[config.mk]
export PLATFORM = sky130hd
export DESIGN_NAME = reload_event_timer
export DESIGN_NICKNAME = d
export VERILOG_FILES = /design/src/rtl/reload_event_timer.sv
export SDC_FILE = /design/constraint.sdc
export NUM_CORES = 1
export LEC_CHECK = 0
export ABC_AREA = 1
export BUFFER_PORTS_ARGS = -buffer_cell sky130_fd_sc_hd__buf_2
export CELL_PAD_IN_SITES_DETAIL_PLACEMENT = 0
export CELL_PAD_IN_SITES_GLOBAL_PLACEMENT = 1
export CORE_MARGIN = 5
export CORE_UTILIZATION = 44
export CTS_BUF_LIST = sky130_fd_sc_hd__clkbuf_16
export CTS_CLUSTER_DIAMETER = 200
export CTS_CLUSTER_SIZE = 10
export DETAILED_ROUTE_END_ITERATION = 8
export PLACE_DENSITY_LB_ADDON = 0.1
export SLEW_MARGIN = 10
export SYNTH_ARGS = -nofsm -noshare
export SYNTH_HDL_FRONTEND = slang
export SYNTH_SLANG_ARGS = --single-unit
[constraint.sdc]
create_clock -name clk -period 2.26 [get_ports clk]
set_input_delay 0.226 -clock clk [delete_from_list [all_inputs] [get_ports clk]]
set_output_delay 0.226 -clock clk [all_outputs]
set_load 0.03 [all_outputs]
[src/rtl/reload_event_timer.sv]
module reload_event_timer #(
  parameter int PS0 = 1,
  parameter int PS1 = 3,
  parameter int PS2 = 5
) (
  input  logic       clk,
  input  logic       rst_n,
  input  logic       bus_sel,
  input  logic       bus_wr,
  input  logic [1:0] bus_addr,
  input  logic [7:0] bus_wdata,
  output logic [7:0] bus_rdata,
  input  logic       tin,
  output logic       tout,
  output logic       irq
);
  localparam int PW = PS2;

  logic [PW-1:0] pre;
  logic [15:0]   cnt, rld;
  logic [2:0]    tsy, mode;
  logic [1:0]    csel;
  logic run, tgl, uf, inte, reld, outl, oute, cnte;

  logic wr_c0, wr_c1, wr_r0, wr_r1;
  logic rise, fall, edge_hit, ext, itick, gate_ok, adv, trig_mode, cnte_n, start, wrap;

  assign wr_c0 = bus_sel & bus_wr & (bus_addr == 2'd0);
  assign wr_c1 = bus_sel & bus_wr & (bus_addr == 2'd1);
  assign wr_r0 = bus_sel & bus_wr & (bus_addr == 2'd2);
  assign wr_r1 = bus_sel & bus_wr & (bus_addr == 2'd3);

  assign rise     = tsy[1] & ~tsy[2];
  assign fall     = ~tsy[1] & tsy[2];
  assign edge_hit = (mode[0] & rise) | (mode[1] & fall);
  assign ext      = (csel == 2'd3);

  always_comb begin
    case (csel)
      2'd0:    itick = &pre[PS0-1:0];
      2'd1:    itick = &pre[PS1-1:0];
      default: itick = &pre[PS2-1:0];
    endcase
  end

  assign gate_ok   = ~mode[2] | (tsy[1] == mode[0]);
  assign adv       = run & (ext ? edge_hit : (itick & gate_ok));
  assign trig_mode = ~ext & ~mode[2] & (mode[1:0] != 2'b00);
  assign cnte_n    = wr_c0 ? bus_wdata[1] : cnte;
  assign start     = cnte_n & ((wr_c0 & bus_wdata[0]) | (trig_mode & edge_hit));
  assign wrap      = adv & cnte_n & ~start & (cnt == 16'h0000);

  always_ff @(posedge clk or negedge rst_n) begin
    if (!rst_n) begin
      pre  <= '0;
      tsy  <= '0;
      cnt  <= '0;
      rld  <= '0;
      mode <= '0;
      csel <= '0;
      {run, tgl, uf, inte, reld, outl, oute, cnte} <= '0;
    end else begin
      pre <= pre + 1'b1;
      tsy <= {tsy[1:0], tin};
      if (wr_c0) {mode[0], oute, outl, reld, inte, cnte} <= {bus_wdata[7:3], bus_wdata[1]};
      if (wr_c1) {csel, mode[2:1]} <= bus_wdata[3:0];
      if (wr_r0) rld[7:0]  <= bus_wdata;
      if (wr_r1) rld[15:8] <= bus_wdata;
      if (wrap) uf <= 1'b1;
      else if (wr_c0 && !bus_wdata[2]) uf <= 1'b0;
      if (start) begin
        cnt <= rld;
        run <= 1'b1;
        tgl <= 1'b0;
      end else if (!cnte_n) begin
        run <= 1'b0;
      end else if (adv) begin
        if (cnt == 16'h0000) begin
          if (reld) begin
            cnt <= rld;
            tgl <= ~tgl;
          end else begin
            cnt <= 16'hFFFF;
            run <= 1'b0;
          end
        end else begin
          cnt <= cnt - 1'b1;
        end
      end
    end
  end

  assign tout = oute & ((reld ? tgl : run) ^ outl);
  assign irq  = uf & inte;

  always_comb begin
    case (bus_addr)
      2'd0:    bus_rdata = {mode[0], oute, outl, reld, inte, uf, cnte, 1'b0};
      2'd1:    bus_rdata = {4'h0, csel, mode[2:1]};
      2'd2:    bus_rdata = cnt[7:0];
      default: bus_rdata = cnt[15:8];
    endcase
  end


  oneshot_stop_chk: assert property (@(posedge clk) disable iff (!rst_n)
    (wrap && !reld) |=> (!run && cnt == 16'hFFFF));

  uf_set_chk: assert property (@(posedge clk) disable iff (!rst_n)
    wrap |=> uf);

  start_load_chk: assert property (@(posedge clk) disable iff (!rst_n)
    start |=> (run && cnt == $past(rld)));

  count_hold_chk: assert property (@(posedge clk) disable iff (!rst_n)
    !(adv || start) |=> $stable(cnt));

  idle_when_off_chk: assert property (@(posedge clk) disable iff (!rst_n)
    !cnte |-> !run);

  tout_off_chk: assert property (@(posedge clk) disable iff (!rst_n)
    !oute |-> !tout);
endmodule

==> Flow_metrics.wiki, run 1 <==
{| class="wikitable"
! Metric !! Value
|-
| Count of nets left with antenna violations after detail routing || 0
|-
| Die Wd || 93.1 um
|-
| Area grow syn2layout || 13.3%
|-
| Maximum achievable frequency || 0.521 GHz
|-
| Clock transition at the registers of the reported paths || 0.07 ns
|-
| Worst EP required || 2.49 ns
|-
| Maxcap violations || 0
|-
| Number of synthesized register bits || 53
|-
| Power Density || 1120 mW/mm^2
|-
| Arrival time of data at the critical path endpoint || 2.15 ns
|-
| H-tree depth || 2
|-
| Area of the core || 0.00676 mm^2
|-
| FF-to-FF path depth || 11
|-
| Slew Limit Headroom || 55.0%
|-
| Warnings from Yosys || 0
|-
| Root buffer cell || sky130_fd_sc_hd__clkbuf_16
|-
| Static Leak || 1.86 nW
|-
| Initial core utilization || 45.0%
|-
| Critical path peak fanout || 14
|-
| Slew at the pin closest to its max-slew limit || 0.675 ns
|-
| Die height || 93.1 um
|-
| Clock insertion delay at the later pin of the skew report || 0.29 ns
|-
| Sequential element share of the synthesized area || 43.7%
|-
| Result of the run || complete, no violations
|-
| Most frequently used flop master after synthesis || sky130_fd_sc_hd__dfrtp_1
|-
| Rows || 30
|-
| Via count of the first global-routing pass || 2808
|-
| Number of distinct library cells after synthesis || 26
|-
| Number of CTS-inserted buffers || 5
|-
| Crit end category || register
|-
| RSZ-0062 raised after global routing || false
|-
| Most instantiated library cell after synthesis || sky130_fd_sc_hd__nand2_1
|-
| Number of antenna violations at the first check in global routing || 0
|-
| Last weighted congestion value of the routability-driven placer || 0.916
|-
| Number of inserted filler cells in the final layout || 697
|-
| Count of flip-flops with a built-in enable after synthesis || 0
|-
| Cell types with the largest area share after synthesis || sky130_fd_sc_hd__dfrtp_1 (44%), sky130_fd_sc_hd__nand2_1 (16%), sky130_fd_sc_hd__nand3_1 (9.2%)
|-
| Hold WC Path Type || in2async
|-
| Final TNS setup || 0 ns
|-
| Clock Skews || 0.00388 ns
|-
| Instance area at placement || 0.00328 mm^2
|-
| Synthesized instance count || 418
|-
| Resized Gates After CTS || 0
|-
| Setup Crit Path Kind || reg2reg
|-
| Final wirelength || 8.46 mm
|-
| Reg-to-Reg Start || pre[0]
|-
| Slack of the worst reg-to-reg path || 0.34 ns
|-
| Ant diodes || 0
|-
| Total count of max-transition violations in the final report || 0
|-
| Area occupied by registers || 0.00133 mm^2
|-
| Area taken by multi-input logic gates || 0.00142 mm^2
|-
| Setup Buffers After CTS || 0
|-
| TritonCTS clock tree || done
|-
| Total congestion overflow || 0
|-
| Post-synth top area share || 43.7%
|-
| Cell type with the largest total area after synthesis || sky130_fd_sc_hd__dfrtp_1
|-
| Post-synthesis instance area || 0.00304 mm^2
|-
| Die area || 0.00867 mm^2
|-
| Syn Nets || 438
|-
| Via-to-Cell Ratio || 5.27
|-
| Min Clock Period, post-route || 1.92 ns
|-
| Final worst slack || 0.339 ns
|-
| Total of hold buffers inserted after clock tree synthesis || 0
|-
| Maximum number of pins on one net before global-route repair || 54
|-
| Worst VDD drop || 0.447 mV
|-
| Clock sink count || 53
|-
| Final #Nets || 470
|-
| Total count of hold-check failures in the final report || 0
|-
| DR iter-0 viols || 178
|-
| CTS Buffer Depth || 2
|-
| Synth cell count leaders || sky130_fd_sc_hd__nand2_1 (133), sky130_fd_sc_hd__inv_1 (64), sky130_fd_sc_hd__nand3_1 (56)
|-
| Global-route wire length before repair || 14.2 mm
|-
| Dpl hpwl || 6.62 mm
|-
| Worst R2R End || cnt[5]
|-
| Wire per inst || 16.0 um
|-
| Proportion of synthesized flip-flops having asynchronous set or reset || 100%
|-
| DR vias || 2791
|-
| PortBufs || 24
|-
| Global router's overall resource usage || 21.1%
|-
| Share of final-layout standard cells stronger than drive strength 1 || 10.9%
|-
| Final cycle utilization of the critical path || 85.0%
|-
| Drt drc || 0
|-
| Final setup violation count || 0
|-
| Mean instance size in the synthesized netlist || 7.27 um^2
|-
| DRT Pass-1 Iters || 5
|-
| I/O pin count || 25
|-
| Final Cell Area || 0.00344 mm^2
|-
| Post-placement setup slack || 0.355 ns
|-
| Critical Path Start Type || register
|}
## final cells by class
class	count	share of cell area (%)
repair buffers	33	5.45
well taps	80	2.91
multi-input cells	293	41.3
inverters	64	6.98
flip-flops and latches	53	38.5
clock buffers	5	3.64
clock inverters	2	1.13
## cell usage in the layout (no fill, tap or decap)
cell                        Yosys  routed
sky130_fd_sc_hd__nand2_1      133     133
sky130_fd_sc_hd__inv_1         64      64
sky130_fd_sc_hd__nand3_1       56      56
sky130_fd_sc_hd__dfrtp_1       53      53
sky130_fd_sc_hd__o21ai_0       32      32
sky130_fd_sc_hd__nor2_1        29      29
sky130_fd_sc_hd__buf_2          3      24
sky130_fd_sc_hd__buf_4          0       9
sky130_fd_sc_hd__xor2_1         7       7
sky130_fd_sc_hd__a21oi_1        6       6
sky130_fd_sc_hd__ha_1           5       5
sky130_fd_sc_hd__clkbuf_16      0       5
sky130_fd_sc_hd__o221ai_1       4       4
sky130_fd_sc_hd__nand2_4        4       4
sky130_fd_sc_hd__nand4_1        4       4
sky130_fd_sc_hd__o22ai_1        3       3
sky130_fd_sc_hd__nor2_4         1       1
sky130_fd_sc_hd__o21ai_4        1       1
sky130_fd_sc_hd__o211ai_1       1       1
sky130_fd_sc_hd__nand3b_1       1       1
sky130_fd_sc_hd__a21oi_2        1       1
sky130_fd_sc_hd__or2_2          1       1
sky130_fd_sc_hd__nand3_4        1       1
sky130_fd_sc_hd__nor3_1         1       1
sky130_fd_sc_hd__o21bai_1       1       1
sky130_fd_sc_hd__xnor2_1        1       1
sky130_fd_sc_hd__inv_6          0       1
sky130_fd_sc_hd__bufinv_16      0       1
## power by group
group | switching [mW] | total (mW) | internal (mW)
combinational | 1.08 | 1.61 | 0.538
sequential | 0.205 | 1.37 | 1.16
clock | 0.343 | 0.864 | 0.521
## sequential cells by signal, indices dropped and copies added (netlist names), 2 cells and up
name / flops
cnt: 16
csel: 2
mode: 3
pre: 5
rld: 16
tsy: 3
## cells by family (layout without fill, tap and decap cells)
logic type,count (synthesis),after routing,synth area share (%)
AO/OA/AOI/OAI,49,49,9.35
XOR/XNOR,8,8,2.31
adder cells (fa/ha/maj),5,5,2.06
buffers and inverters,72,104,9.51
flip-flops,53,53,43.7
AND/OR/NAND/NOR,231,231,33.1
## through the flow
step / util, % / hold slack, ns / power [mW] / cells
floorplan: - / -0.0696 / 2.45 / 418
detailed placement: 48.5 / 0.336 / 2.98 / 523
CTS: 50.9 / 0.0339 / 3.85 / 530
global route: 50.9 / 0.0329 / 4.14 / 530
finish: 50.9 / 0.0386 / 3.85 / 530
global placement: 48.5 / 0.334 / 2.99 / 523
## worst max-delay path, cell delays in order, from the launching register on
cell and delay (ns):
sky130_fd_sc_hd__dfrtp_1 0.41, sky130_fd_sc_hd__ha_1 0.23, sky130_fd_sc_hd__nand2_1 0.06, sky130_fd_sc_hd__nor2_1 0.04, sky130_fd_sc_hd__ha_1 0.16, sky130_fd_sc_hd__or2_2 0.28
sky130_fd_sc_hd__nand3_1 0.08, sky130_fd_sc_hd__nand2_1 0.11, sky130_fd_sc_hd__nand3_4 0.11, sky130_fd_sc_hd__buf_4 0.21, sky130_fd_sc_hd__nand3_1 0.09, sky130_fd_sc_hd__nand2_1 0.07
## how the worst max path moves through the flow
stage | slack [ns] | from | end
after global placement | 0.35 | bus_addr[1] | cnt[7]
after floorplan | 0.42 | pre[0] | cnt[0]
after global routing | 0.19 | pre[0] | cnt[5]
after detailed placement | 0.36 | pre[0] | cnt[3]
after CTS | 0.34 | pre[0] | cnt[3]
final | 0.34 | pre[0] | cnt[5]
## metal layers
metal	share of wire, %	global-route usage (%)
met5	0	0
met4	2.7	7.20
met3	5.3	3.14
met2	46	34.1
met1	46	28.9
No activity file was read; power rests on OpenSTA's default activity.
==> inputs of run 2 (changes only) <==
--- a/config.mk
+++ b/config.mk
@@ -10,7 +10,7 @@
 export CELL_PAD_IN_SITES_DETAIL_PLACEMENT = 0
 export CELL_PAD_IN_SITES_GLOBAL_PLACEMENT = 1
 export CORE_MARGIN = 5
-export CORE_UTILIZATION = 44
+export CORE_UTILIZATION = 39
 export CTS_BUF_LIST = sky130_fd_sc_hd__clkbuf_16
 export CTS_CLUSTER_DIAMETER = 200
 export CTS_CLUSTER_SIZE = 10
==> constraint.sdc (replaced) <==
create_clock -name clk -period 1.65 [get_ports clk]
set_input_delay 0.165 -clock clk [delete_from_list [all_inputs] [get_ports clk]]
set_output_delay 0.165 -clock clk [all_outputs]
set_load 0.03 [all_outputs]
==> run 2 against run 1 <==
Net effect: hold slack improved by 0.044 ns; routed wire length is 14% higher; critical path type unchanged; critical path depth did not move; clock skew grew 0.0036 ns; the flow now finishes with violations (negative setup slack); sequential share of layout area fell by 6.3 points; final area rose by 20%; non-clock buffer count grew 45; global-route usage shrank 1.1 points; count of clock-buffer cells in the layout unchanged; register-to-register slack got worse by 0.44 ns.
==> Flow_metrics.wiki, run 2 (synthesis gave the netlist of run 1 again) <==
{| class="wikitable"
! Metric !! Value
|-
| Finished Layout Cells || 601 (+13%)
|-
| Wire per inst || 16.1 um (+0.69%)
|-
| Violated checks || negative setup slack
|-
| Cells after DPL || 581 (+11%)
|-
| Clock transition at the registers of the reported paths || 0.08 ns (about the same)
|-
| DR vias || 2989 (+7.1%)
|-
| Maxcap violations || 0 (unchanged)
|-
| Worst R2R End || cnt[8]
|-
| Fraction of met3 tracks used by global routing || 2.71% (-0.42 points)
|-
| Leading cell types in the layout, fill and taps excluded || sky130_fd_sc_hd__nand2_1 (130), sky130_fd_sc_hd__inv_1 (62), sky130_fd_sc_hd__dfrtp_1 (53)
|-
| Hold WC Path Type || in2reg
|-
| Rows || 32 (+6.7%)
|-
| Post-route worst hold slack || 0.0829 ns (+0.0443 ns)
|-
| FF-to-FF path depth || 11 (unchanged)
|-
| Min Clock Period, post-route || 1.75 ns (-0.168 ns)
|-
| Commonest non-fill, non-tap cell in the layout || sky130_fd_sc_hd__nand2_1
|-
| Total congestion overflow || 0 (unchanged)
|-
| Last weighted congestion value of the routability-driven placer || 0.948 (+3.5%)
|-
| Total count of max-transition violations in the final report || 0 (unchanged)
|-
| H-tree depth || 2 (unchanged)
|-
| Die area || 0.00966 mm^2 (+11%)
|-
| Top flop regs || cnt x16, rld x16, pre x5
|-
| DR iter-0 viols || 114 (-36%)
|-
| Share of final-layout standard cells stronger than drive strength 1 || 27.5% (+17 points)
|-
| Post-layout total power || 6.06 mW (+58%)
|-
| Setup Crit Path Kind || reg2reg
|-
| Slew at the pin closest to its max-slew limit || 0.488 ns (-0.186 ns)
|-
| Power Density || 1470 mW/mm^2 (+32%)
|-
| Initial core utilization || 39.7% (-5.2 points)
|-
| Hold Path Origin || bus_wdata[7]
|-
| RSZ-0062 raised after global routing || true
|-
| Dpl hpwl || 7.11 mm (+7.3%)
|-
| Slew Limit Headroom || 67.4% (+12 points)
|-
| Post-placement setup slack || -0.0869 ns (-0.442 ns)
|-
| Number of antenna violations at the first check in global routing || 0 (unchanged)
|-
| End of the worst hold path || rld[15]
|-
| Crit end category || register
|-
| Critical Path Start Type || register
|-
| Final wirelength || 9.66 mm (+14%)
|-
| Static Leak || 2.17 nW (+17%)
|-
| Ant diodes || 0 (unchanged)
|-
| Number of CTS-inserted buffers || 5 (unchanged)
|-
| Final #Nets || 518 (+10%)
|-
| Maximum achievable frequency || 0.571 GHz (+9.6%)
|-
| Slack of the worst reg-to-reg path || -0.10 ns (-0.44 ns)
|-
| TritonCTS clock tree || done
|-
| Global-route met1 utilization || 27.4% (-1.5 points)
|-
| Area grow syn2layout || 35.5%
|-
| CTS Buffer Depth || 2 (unchanged)
|-
| Met2 track demand over resource || 33.6% (-0.57 points)
|-
| Result of the run || complete, but fails checks
|-
| DRT Pass-1 Iters || 4 (-1)
|-
| Worst VDD drop || 0.663 mV (+48%)
|-
| GRT busiest layer || met2
|-
| Die height || 98.3 um (+5.6%)
|-
| Arrival time of data at the critical path endpoint || 1.99 ns (-0.16 ns)
|-
| Maximum number of pins on one net before global-route repair || 54 (unchanged)
|-
| Final Cell Area || 0.00412 mm^2 (+20%)
|-
| Final setup violation count || 17 (+17)
|-
| WHS Path Cells || 3
|-
| I/O pin count || 25 (unchanged)
|-
| Via-to-Cell Ratio || 4.97 (-5.6%)
|-
| Clock insertion delay at the later pin of the skew report || 0.30 ns (about the same)
|-
| Final cycle utilization of the critical path || 106% (+21 points)
|-
| PortBufs || 24 (unchanged)
|-
| Area of the core || 0.00765 mm^2 (+13%)
|-
| Worst EP required || 1.89 ns (-0.60 ns)
|-
| Final worst slack || -0.102 ns (-0.442 ns)
|-
| Drt drc || 0 (unchanged)
|-
| Reg-to-Reg Start || pre[0]
|-
| Via count of the first global-routing pass || 2917 (+3.9%)
|-
| Global router's overall resource usage || 20.0% (-1.1 points)
|-
| Count of nets left with antenna violations after detail routing || 0 (unchanged)
|-
| Instance area at placement || 0.00365 mm^2 (+11%)
|-
| Root buffer cell || sky130_fd_sc_hd__clkbuf_16
|-
| Global-route wire length before repair || 15.3 mm (+7.8%)
|-
| Die Wd || 98.3 um (+5.6%)
|-
| Clock sink count || 53 (unchanged)
|-
| Clock Skews || 0.00750 ns (+0.00362 ns)
|-
| Critical path peak fanout || 8 (-6)
|-
| Total count of hold-check failures in the final report || 0 (unchanged)
|}
-- run 2: cell count changes in the layout (fill, tap and decap cells not counted), moves of 3 or more --
cell | previous run | this run
sky130_fd_sc_hd__buf_4 | 9 | 51
sky130_fd_sc_hd__nand3_1 | 56 | 29
sky130_fd_sc_hd__nand3_2 | 0 | 26
sky130_fd_sc_hd__nand2_2 | 0 | 4
sky130_fd_sc_hd__buf_2 | 24 | 21
sky130_fd_sc_hd__nand2_1 | 133 | 130
sky130_fd_sc_hd__nor2_1 | 29 | 26
sky130_fd_sc_hd__nor2_2 | 0 | 3
sky130_fd_sc_hd__o21ai_0 | 32 | 29
-- run 2: where the power goes --
part | total, mW | internal, mW | switching (mW)
clock | 1.24 | 0.728 | 0.508
sequential | 1.80 | 1.59 | 0.213
combinational | 3.02 | 1.25 | 1.77
total | 6.06 | 3.57 | 2.50
-- run 2: stage by stage --
| stage | TNS, ns | utilization (%) |
|---|---|---|
| CTS | -0.654 | 51.0 |
| finish | -1.35 | 53.8 |
| global route | -3.32 | 53.8 |
| detailed placement | -1.18 | 47.8 |
| floorplan | -0.390 | - |
| global placement | -1.00 | 47.8 |
-- run 2: critical path, stage by stage (launching register included) --
cell and delay (ns):
sky130_fd_sc_hd__dfrtp_1 0.38, sky130_fd_sc_hd__ha_2 0.20, sky130_fd_sc_hd__nand2_2 0.06, sky130_fd_sc_hd__nor2_2 0.03, sky130_fd_sc_hd__ha_2 0.17, sky130_fd_sc_hd__or2_4 0.22, sky130_fd_sc_hd__nand3_2 0.06, sky130_fd_sc_hd__nand2_2 0.07
sky130_fd_sc_hd__nand3_4 0.17, sky130_fd_sc_hd__clkbuf_16 0.21, sky130_fd_sc_hd__nand3_2 0.06, sky130_fd_sc_hd__nand2_1 0.06
-- run 2: layer usage --
layer  vias up  routed length (um)
met1      1402                4460
met3        19                 403
li1       1496                   -
met4         0                 261
met2        72                4540
met5         -                   0
-- run 2: timing repair --
action | 4_1_cts | 5_1_grt
buffers inserted | 1 | 5
gates cloned | 2 | 2
gates resized for setup | 9 | 34
hold buffers | 2 | 0
endpoints found under the hold margin | 54 | 0
setup endpoints to repair | 18 | 21
pin swaps | 3 | 13
-- run 2: worst max path at each step --
| stage | startpoint | end | slack [ns] | cells after the start |
|---|---|---|---|---|
| 2_1_floorplan | pre[0] | tgl | -0.04 | 12 |
| 3_3_place_gp | cnt[6] | cnt[11] | -0.10 | 8 |
| 3_5_place_dp | pre[1] | tgl | -0.09 | 12 |
| 4_1_cts | pre[1] | cnt[1] | -0.06 | 11 |
| 5_1_grt | pre[1] | cnt[13] | -0.21 | 11 |
| 6_report | pre[0] | cnt[8] | -0.10 | 11 |
-- run 2: final cells by class --
class | count | area, um^2
Fill cell | 772 | 3530
Multi-Input combinational cell | 296 | 1660
Sequential cell | 53 | 1330
Timing Repair Buffer | 78 | 588
Inverter | 64 | 240
Tap cell | 102 | 128
Clock buffer | 5 | 125
Clock inverter | 3 | 47.5
==> inputs of run 3 (changes only) <==
--- a/config.mk
+++ b/config.mk
@@ -11,7 +11,6 @@
 export CELL_PAD_IN_SITES_GLOBAL_PLACEMENT = 1
 export CORE_MARGIN = 5
 export CORE_UTILIZATION = 39
-export CTS_BUF_LIST = sky130_fd_sc_hd__clkbuf_16
 export CTS_CLUSTER_DIAMETER = 200
 export CTS_CLUSTER_SIZE = 10
 export DETAILED_ROUTE_END_ITERATION = 8
==> run 3 against run 2 <==
Net effect: the flow still finishes with violations (negative setup slack); final area down 1.4%; flip-flop and latch count did not move; routed wire length shrank 0.37%; highest routed layer unchanged.
==> Flow_metrics.wiki, run 3 (synthesis gave the netlist of run 1 again) <==
{| class="wikitable"
! Metric !! Value
|-
| Maximum achievable frequency || 0.569 GHz (-0.31%)
|-
| Total buffers and inverters traversed by the critical path || 1 (unchanged)
|-
| Min Clock Period, post-route || 1.76 ns (+0.00548 ns)
|-
| Critical Path Start Type || register
|-
| Internal power || 3.29 mW (-7.6%)
|-
| Setup Crit Path Kind || reg2reg
|-
| Number of antenna violations at the first check in global routing || 0 (unchanged)
|-
| Sw frac || 42.5% (+1.4 points)
|-
| Maximum number of pins on one net before global-route repair || 54 (unchanged)
|-
| Maxcap violations || 0 (unchanged)
|-
| Power Density || 1410 mW/mm^2 (-4.1%)
|-
| Wire per inst || 16.0 um (-0.70%)
|-
| Post-route worst hold slack || 0.0498 ns (-0.0331 ns)
|-
| Critical path peak fanout || 8 (unchanged)
|-
| CTS Buffer Depth || 2 (unchanged)
|-
| Post-layout total power || 5.73 mW (-5.4%)
|-
| RSZ-0062 raised after global routing || true
|-
| End-of-flow core utilization || 53.1% (-0.75 points)
|-
| Cells after DPL || 581 (unchanged)
|-
| Final #Nets || 520 (+0.39%)
|-
| Final Cell Area || 0.00406 mm^2 (-1.4%)
|-
| PortBufs || 24 (unchanged)
|-
| Slowest CP cell || sky130_fd_sc_hd__dfrtp_1
|-
| Count of nets left with antenna violations after detail routing || 0 (unchanged)
|-
| Static Leak || 2.15 nW (-1.1%)
|-
| Area grow syn2layout || 33.6%
|-
| Sequential group share of total power || 31.4% (+1.6 points)
|-
| Leading cell types in the layout, fill and taps excluded || sky130_fd_sc_hd__nand2_1 (130), sky130_fd_sc_hd__inv_1 (60), sky130_fd_sc_hd__dfrtp_1 (53), sky130_fd_sc_hd__buf_4 (53), sky130_fd_sc_hd__nand3_1 (32)
|-
| Rows || 32 (unchanged)
|-
| GRT busiest layer || met2
|-
| DRT Pass-1 Iters || 4 (unchanged)
|-
| Worst VDD drop || 0.563 mV (-15%)
|-
| Number of inserted filler cells in the final layout || 783 (+1.4%)
|-
| Final worst slack || -0.108 ns (-0.00548 ns)
|-
| Family with the most delay on the worst path || simple AND/OR/NAND/NOR gates
|-
| Last weighted congestion value of the routability-driven placer || 0.948 (unchanged)
|-
| Final cycle utilization of the critical path || 107% (+0.33 points)
|-
| Global-route met1 utilization || 27.4% (unchanged)
|-
| Reported net switching power || 2.44 mW (-2.2%)
|-
| DR vias || 2975 (-0.47%)
|-
| Clock Skews || 0.00976 ns (+0.00226 ns)
|-
| Max incr delay on CP || 0.40 ns (+0.02 ns)
|-
| Slew Limit Headroom || 67.1% (-0.30 points)
|-
| Final TNS setup || -1.49 ns (-0.133 ns)
|-
| Hold WC Path Type || in2reg
|-
| Arrival time of data at the critical path endpoint || 2.02 ns (+0.03 ns)
|-
| Slew at the pin closest to its max-slew limit || 0.493 ns (+0.00448 ns)
|-
| Number of CTS-inserted buffers || 5 (unchanged)
|-
| Dpl hpwl || 7.11 mm (unchanged)
|-
| DR iter-0 viols || 136 (+19%)
|-
| Result of the run || complete, but fails checks
|-
| Met2 track demand over resource || 32.9% (-0.63 points)
|-
| Clock sink count || 53 (unchanged)
|-
| Global-route wire length before repair || 15.2 mm (-0.90%)
|-
| Top flop regs || cnt x16, rld x16, pre x5
|-
| Comb pwr share || 52.1% (+2.2 points)
|-
| Instance area at placement || 0.00365 mm^2 (unchanged)
|-
| Via count of the first global-routing pass || 2893 (-0.82%)
|-
| Commonest non-fill, non-tap cell in the layout || sky130_fd_sc_hd__nand2_1
|-
| H-tree depth || 2 (unchanged)
|-
| Clock transition at the registers of the reported paths || 0.11 ns (+0.03 ns)
|-
| Drt drc || 0 (unchanged)
|-
| Fraction of met3 tracks used by global routing || 2.71% (unchanged)
|-
| Crit-path cells || ha_2 > nand2_2 > nor2_2 > ha_2 > or2_4 > nand3_2 > nand2_2 > nand3_4 > clkbuf_16 > nand3_2 > nand2_1
|-
| Total count of max-transition violations in the final report || 0 (unchanged)
|-
| Die height || 98.3 um (unchanged)
|-
| Global router's overall resource usage || 19.8% (-0.13 points)
|-
| Share of final-layout standard cells stronger than drive strength 1 || 27.7% (+0.29 points)
|-
| Violated checks || negative setup slack
|-
| Finished Layout Cells || 603 (+0.33%)
|-
| Crit end category || register
|-
| Root buffer cell || sky130_fd_sc_hd__clkbuf_8
|-
| I/O pin count || 25 (unchanged)
|-
| Die area || 0.00966 mm^2 (unchanged)
|-
| Via-to-Cell Ratio || 4.93 (-0.80%)
|-
| Final wirelength || 9.63 mm (-0.37%)
|-
| Total count of hold-check failures in the final report || 0 (unchanged)
|-
| Ant diodes || 0 (unchanged)
|-
| Worst EP required || 1.91 ns (+0.02 ns)
|-
| Die Wd || 98.3 um (unchanged)
|-
| Area of the core || 0.00765 mm^2 (unchanged)
|-
| Final setup violation count || 18 (+1)
|-
| Initial core utilization || 39.7% (unchanged)
|-
| Post-placement setup slack || -0.0869 ns (unchanged)
|-
| Relative contribution of the clock network to total power || 16.5% (-3.9 points)
|-
| Clock insertion delay at the later pin of the skew report || 0.32 ns (+0.02 ns)
|-
| TritonCTS clock tree || done
|-
| Total congestion overflow || 0 (unchanged)
|}
[run 3: timing repair]
item                                   4_1_cts  5_1_grt
pin swaps                                    3       15
buffers inserted                             1        7
endpoints found under the hold margin       54        0
setup endpoints to repair                   18       22
gates cloned                                 2        2
resized for setup                            7       38
hold buffers                                 2        0
[run 3: tightest hold or removal path: stages]
cell and delay [ns]:
sky130_fd_sc_hd__buf_2 0.08, sky130_fd_sc_hd__nand2_1 0.04, sky130_fd_sc_hd__o21ai_0 0.05
[run 3: final timing paths]
kind / endpoint / startpoint / depth (start not counted) / slack, ns
min: rld[15] / bus_wdata[7] / 3 / 0.05
max in group asynchronous: cnt[14] / rst_n / 3 / 1.03
max reg2reg: cnt[14] / pre[0] / 11 / -0.11
min in group asynchronous: tsy[0] / rst_n / 3 / 0.36
min reg2reg: tsy[1] / tsy[0] / 0 / 0.37
max: cnt[14] / pre[0] / 11 / -0.11
[run 3: per-layer routing]
layer | vias up | wire length [um]
met5 | - | 0
met4 | 0 | 223
met3 | 19 | 435
met2 | 67 | 4500
met1 | 1393 | 4460
li1 | 1496 | -
[run 3: area by class of cell]
| type | count | area [um^2] | share of cell area (%) |
|---|---|---|---|
| Inverter | 64 | 240 | 5.92 |
| Multi-Input combinational cell | 296 | 1640 | 40.5 |
| Sequential cell | 53 | 1330 | 32.7 |
| Clock inverter | 3 | 47.5 | 1.17 |
| Timing Repair Buffer | 80 | 606 | 14.9 |
| Clock buffer | 5 | 68.8 | 1.70 |
| Tap cell | 102 | 128 | 3.15 |
[run 3: power by group through the flow]
stage               registers, mW  logic (mW)  clock network (mW)
CTS                          1.79        2.84               0.965
finish                       1.80        2.99               0.949
floorplan                    1.81        1.59                   0
detailed placement           1.82        2.80                   0
global route                 1.84        3.32                1.00
global placement             1.82        2.79                   0
